===== src/rtl/pipe_ilk_pkg.sv =====
package pipe_ilk_pkg;
    // Register index width of the default configuration.
    localparam int REG_IDX_W    = 5;
    // Stages an issued producer spends before its result is readable
    // (execute, memory, writeback).
    localparam int TRACK_STAGES = 3;
    // Source operands per instruction.
    localparam int NUM_SRC      = 2;
endpackage


===== src/rtl/ilk_dest_track.sv =====
module ilk_dest_track #(
    parameter int IDX_W = 5,
    parameter int DEPTH = 3
) (
    input  logic                        clk,
    input  logic                        rst,
    input  logic                        push_vld,
    input  logic [IDX_W-1:0]            push_idx,
    output logic [DEPTH-1:0]            slot_vld,
    output logic [DEPTH-1:0][IDX_W-1:0] slot_idx
);
    typedef struct packed {
        logic [DEPTH-1:0]            vld;
        logic [DEPTH-1:0][IDX_W-1:0] idx;
    } track_t;

    track_t trk_d, trk_q;

    // Slot 0 is the execute stage; the record never stalls downstream.
    always_comb begin
        trk_d        = trk_q;
        trk_d.vld[0] = push_vld;
        trk_d.idx[0] = push_idx;
        for (int s = 1; s < DEPTH; s++) begin
            trk_d.vld[s] = trk_q.vld[s-1];
            trk_d.idx[s] = trk_q.idx[s-1];
        end
    end

    always_ff @(posedge clk) begin
        if (rst) begin
            trk_q <= '0;
        end else begin
            trk_q <= trk_d;
        end
    end

    assign slot_vld = trk_q.vld;
    assign slot_idx = trk_q.idx;
endmodule


===== src/rtl/ilk_src_match.sv =====
module ilk_src_match #(
    parameter int IDX_W = 5,
    parameter int DEPTH = 3
) (
    input  logic                        src_en,
    input  logic [IDX_W-1:0]            src_idx,
    input  logic [DEPTH-1:0]            slot_vld,
    input  logic [DEPTH-1:0][IDX_W-1:0] slot_idx,
    output logic                        pending
);
    logic [DEPTH-1:0] hit_vec;

    for (genvar g = 0; g < DEPTH; g++) begin : g_slot
        assign hit_vec[g] = slot_vld[g] && (slot_idx[g] == src_idx);
    end

    // Index zero reads a constant, so it is always ready.
    assign pending = src_en && (src_idx != '0) && (|hit_vec);
endmodule


===== src/rtl/pipe_interlock.sv =====
module pipe_interlock
    import pipe_ilk_pkg::*;
#(
    parameter int IDX_W = REG_IDX_W,
    parameter int TRACK = TRACK_STAGES
) (
    input  logic             clk,
    input  logic             rst,
    input  logic             dec_valid,
    input  logic [IDX_W-1:0] dec_srca,
    input  logic             dec_srca_en,
    input  logic [IDX_W-1:0] dec_srcb,
    input  logic             dec_srcb_en,
    input  logic [IDX_W-1:0] dec_dst,
    input  logic             dec_dst_we,
    output logic             stall_fetch,
    output logic             stall_decode,
    output logic             bubble_ex
);
    logic [TRACK-1:0]            slot_vld;
    logic [TRACK-1:0][IDX_W-1:0] slot_idx;
    logic [NUM_SRC-1:0]          src_en;
    logic [NUM_SRC-1:0][IDX_W-1:0] src_idx;
    logic [NUM_SRC-1:0]          src_pend;
    logic                        hold;
    logic                        push_vld;

    assign src_en[0]  = dec_srca_en;
    assign src_idx[0] = dec_srca;
    assign src_en[1]  = dec_srcb_en;
    assign src_idx[1] = dec_srcb;

    for (genvar g = 0; g < NUM_SRC; g++) begin : g_src
        ilk_src_match #(.IDX_W(IDX_W), .DEPTH(TRACK)) u_match (
            .src_en  (src_en[g]),
            .src_idx (src_idx[g]),
            .slot_vld(slot_vld),
            .slot_idx(slot_idx),
            .pending (src_pend[g])
        );
    end

    assign hold     = dec_valid && (|src_pend);
    // Only an issuing instruction with a live, non-zero destination is tracked.
    assign push_vld = dec_valid && !hold && dec_dst_we && (dec_dst != '0);

    ilk_dest_track #(.IDX_W(IDX_W), .DEPTH(TRACK)) u_track (
        .clk     (clk),
        .rst     (rst),
        .push_vld(push_vld),
        .push_idx(dec_dst),
        .slot_vld(slot_vld),
        .slot_idx(slot_idx)
    );

    assign stall_fetch  = hold;
    assign stall_decode = hold;
    assign bubble_ex    = hold;
endmodule


===== config.mk =====
export PLATFORM = sky130hd
export DESIGN_NAME = pipe_interlock
export DESIGN_NICKNAME = d
export VERILOG_FILES = /design/src/rtl/pipe_ilk_pkg.sv /design/src/rtl/ilk_dest_track.sv /design/src/rtl/ilk_src_match.sv /design/src/rtl/pipe_interlock.sv
export SDC_FILE = /design/constraint.sdc
export NUM_CORES = 1
export LEC_CHECK = 0
export ABC_AREA = 1
export BUFFER_PORTS_ARGS = -buffer_cell sky130_fd_sc_hd__buf_2
export CORE_MARGIN = 5
export CORE_UTILIZATION = 55
export CTS_BUF_LIST = sky130_fd_sc_hd__clkbuf_8
export DETAILED_ROUTE_END_ITERATION = 10
export GPL_ROUTABILITY_DRIVEN = 0
export GPL_TIMING_DRIVEN = 0
export PLACE_DENSITY = 0.81
export SKIP_LAST_GASP = 1
export SYNTH_ARGS = -nofsm -noshare
export SYNTH_HDL_FRONTEND = slang
export SYNTH_SLANG_ARGS = --single-unit

===== constraint.sdc =====
create_clock -name clk -period 1.5 [get_ports clk]
set_input_delay 0.15 -clock clk [delete_from_list [all_inputs] [get_ports clk]]
set_output_delay 0.15 -clock clk [all_outputs]
set_load 0.1 [all_outputs]

==> run_results.csv <==
group,metric,value,unit
power_and_ir_drop,p_leak,0.748,nW
clocking,clkSinkCount,18,
grt,grt_pass1_vias,1120,
die,die_w,54.6,um
timing,setup_viol,3,
run,drv_cap,0,
status,outcome,"complete, but fails checks",
worst_setup_path,critPathMaxFanout,3,
clocking,clockRootBuffer,"clkbuf_8",
routing,viasPerCell,4.93,
clocking,clockBufferDepth,2,
synthesis,postSynthAreaPerCell,5.64,sq um
synthesis,synthSimpleGateAreaFrac,0.468,
final_layout,diodes,0,
die,die_area,0.00298,sq mm
die,io_pins,24,
routing,drc,0,
worst_setup_path,r2r_slack,0.38,ns
synthesis,synthesis.instances,194,
status,violations,"negative setup slack",
clocking,htreeDepth,1,
synthesis,synth_top_area_cell,"dfxtp_1",
grt,grt_pass1_wl,4570,um
timing,drv_slew,0,
clocking,cts_tree,"yes",
worst_setup_path,reg2reg_depth,9,
routing,first_iter_violations,42,
power_and_ir_drop,vdd.ir_drop.worst,0.676,mV
routing,ant_nets,0,
synthesis,synthesis.area,0.00109,sq mm
power_and_ir_drop,finalPower,1.04,mW
synthesis,synth_nets,215,
routing,first_pass_iters,4,
routing,num_vias,1218,
timing,finalCriticalPeriod,1.83,ns
timing,fin_skew,0.00182,ns
grt,grt_usage,0.216,
synthesis,yosys_warnings,0,
power_and_ir_drop,p_seq_frac,0.496,
timing,worstMarginPinSlew,0.447,ns
power_and_ir_drop,netSwitchingFraction,0.281,
synthesis,yosys.cell_types.count,19,
final_layout,area_delta_synth_final,28.0,%
synthesis,ys_ff_latch,18,
timing,min_period_over_period,1.22,
min_path,min_delay_path_depth,3,
worst_setup_path,regToRegEndpoint,"u_track.slot_vld[0]",
place,dp_cells,243,
routing,wl,2850,um
power_and_ir_drop,pwr-share-clk,0.323,
worst_setup_path,required,1.35,ns
final_layout,fin_nets,243,
die,core_area,0.00192,sq mm
synthesis,synth_fa_ha_area_frac,0,
clocking,cts-buffers-inserted,3,
place,post-place-ws,-0.308,ns
final_layout,final_cells,247,
routing,routedWlPerCell,11.5,um
die,die_y,54.6,um
min_path,hp-start,"dec_dst[3]",
clocking,hold_buffers,0,
grt,overflow,0,
min_path,min_path_type,"primary input to flop",
synthesis,synth_top_area_frac,0.330,
timing,finalHoldViolCount,0,
synthesis,synth-compound-area-share,0.0526,
synthesis,synth.most_common_cell,"nand2_1",
timing,fmax,546,MHz
power_and_ir_drop,power.switching,0.292,mW
worst_setup_path,critPathLaunchType,"flop",
timing,fin_ws,-0.332,ns
power_and_ir_drop,pwr_density_cell,742,mW/mm^2
die,start_util,0.569,
timing,rsz0062_at_grt,"true",
synthesis,synth_area_leaders,"dfxtp_1 (33%), nand2_1 (24%), nor2_1 (14%)",
synthesis,synthMuxAreaShare,0,
min_path,hold_end,"u_track.slot_idx[3]",
synthesis,synth_common_cells,"nand2_1 (71), nor2_1 (41), inv_1 (30)",
synthesis,async_flop_share,0,
synthesis,synth_top_family_by_area,"simple AND/OR/NAND/NOR gates",
place,portBuffers,22,
die,rows,16,
synthesis,synthXorXnorAreaFrac,0.00801,
final_layout,fin_util,0.729,
clocking,clkTransAtPathRegs,0.06,ns
worst_setup_path,critPathKind,"flop to primary output",
synthesis,synth_edf_count,0,
synthesis,ys_seq_area_frac,0.330,
power_and_ir_drop,p_comb_frac,0.182,
timing,worst_hold_slack,0.111,ns
timing,slew-limit-headroom,0.702,
grt,antenna_found_initial,0,
synthesis,synthFlopType,"dfxtp_1",
final_layout,drive_above_1_share,0.314,
grt,grt_start_max_net_pins,11,
worst_setup_path,endpoint_kind,"primary output",
place,hpwl,2160,um
worst_setup_path,cp.arrival,1.68,ns
clocking,clk_latency,0.25,ns
power_and_ir_drop,p_int,0.748,mW
worst_setup_path,r2r-start,"u_track.slot_idx[11]",
what timing repair did:
action | in CTS | in global routing
pin swaps | 10 | 10
resized for setup | 21 | 7
endpoints found under the setup margin | 3 | 3
hold endpoints to repair | 0 | 0
setup buffers | 1 | 0
area by class of cell:
type,count,area (sq um)
Multi-Input combinational cell,137,609
Fill cell,176,522
Sequential cell,18,374
Timing Repair Buffer,23,161
Inverter,35,131
Buffer,4,48.8
Clock buffer,3,41.3
Tap cell,27,33.8
routing by layer:
layer	part of all wire	wire, um	vias to the layer above	track usage
li1	-	-	627	-
met1	0.39	1110	540	0.249
met2	0.51	1450	42	0.384
met3	0.072	204	9	0.0381
met4	0.028	80	0	0.0954
met5	0	0	-	0
flip-flops by register name, indices dropped and copies added (netlist names):
register and flops:
u_track.slot_idx 15, u_track.slot_vld 3
worst max-delay path, stage by stage, from the launching register on:
cell     delay, ns
dfxtp_1       0.38
o21ai_0       0.13
nor2_2        0.14
nand3_2       0.08
nand3_2       0.08
nand2_2       0.07
a21oi_4       0.24
buf_12        0.14
buf_16        0.16
logic make-up (layout without fill, tap and decap cells):
kind of cell,Yosys count,after routing
flip-flops,18,18
buffers and inverters,39,65
AO/OA/AOI/OAI,10,10
XOR/XNOR,1,1
AND/OR/NAND/NOR,126,126
power by group through the flow:
stage / clock network (mW) / registers (mW) / logic [mW]
2_1_floorplan: 0 / 0.520 / 0.113
3_3_place_gp: 0 / 0.523 / 0.169
3_5_place_dp: 0 / 0.524 / 0.174
4_1_cts: 0.332 / 0.514 / 0.184
5_1_grt: 0.349 / 0.517 / 0.213
6_report: 0.335 / 0.515 / 0.189
worst max-delay path by stage:
stage,cells after the start,startpoint,endpoint
6_report,8,u_track.slot_vld[1],stall_fetch
5_1_grt,10,u_track.slot_idx[5],stall_fetch
4_1_cts,10,u_track.slot_idx[9],stall_fetch
3_5_place_dp,10,u_track.slot_idx[14],stall_fetch
3_3_place_gp,10,u_track.slot_idx[14],stall_decode
2_1_floorplan,9,u_track.slot_idx[10],stall_decode
stage by stage:
| step | setup TNS, ns | area (sq um) |
|---|---|---|
| finish | -0.946 | 1400 |
| global route | -1.20 | 1400 |
| detailed placement | -0.858 | 1280 |
| floorplan | -0.723 | 1140 |
| global placement | -0.784 | 1280 |
| CTS | -0.933 | 1390 |
cell usage in the layout (no fill, tap or decap), drive strengths merged:
master  synthesis  layout
o311ai          1       1
buf             3      26
nand2          73      73
a21oi           2       2
dfxtp          18      18
xor2            1       1
inv            35      35
nand4           2       2
nor2           42      42
o21ai           7       7
clkbuf          1       4
nand3           9       9
(Power assumes the default switching activity.)
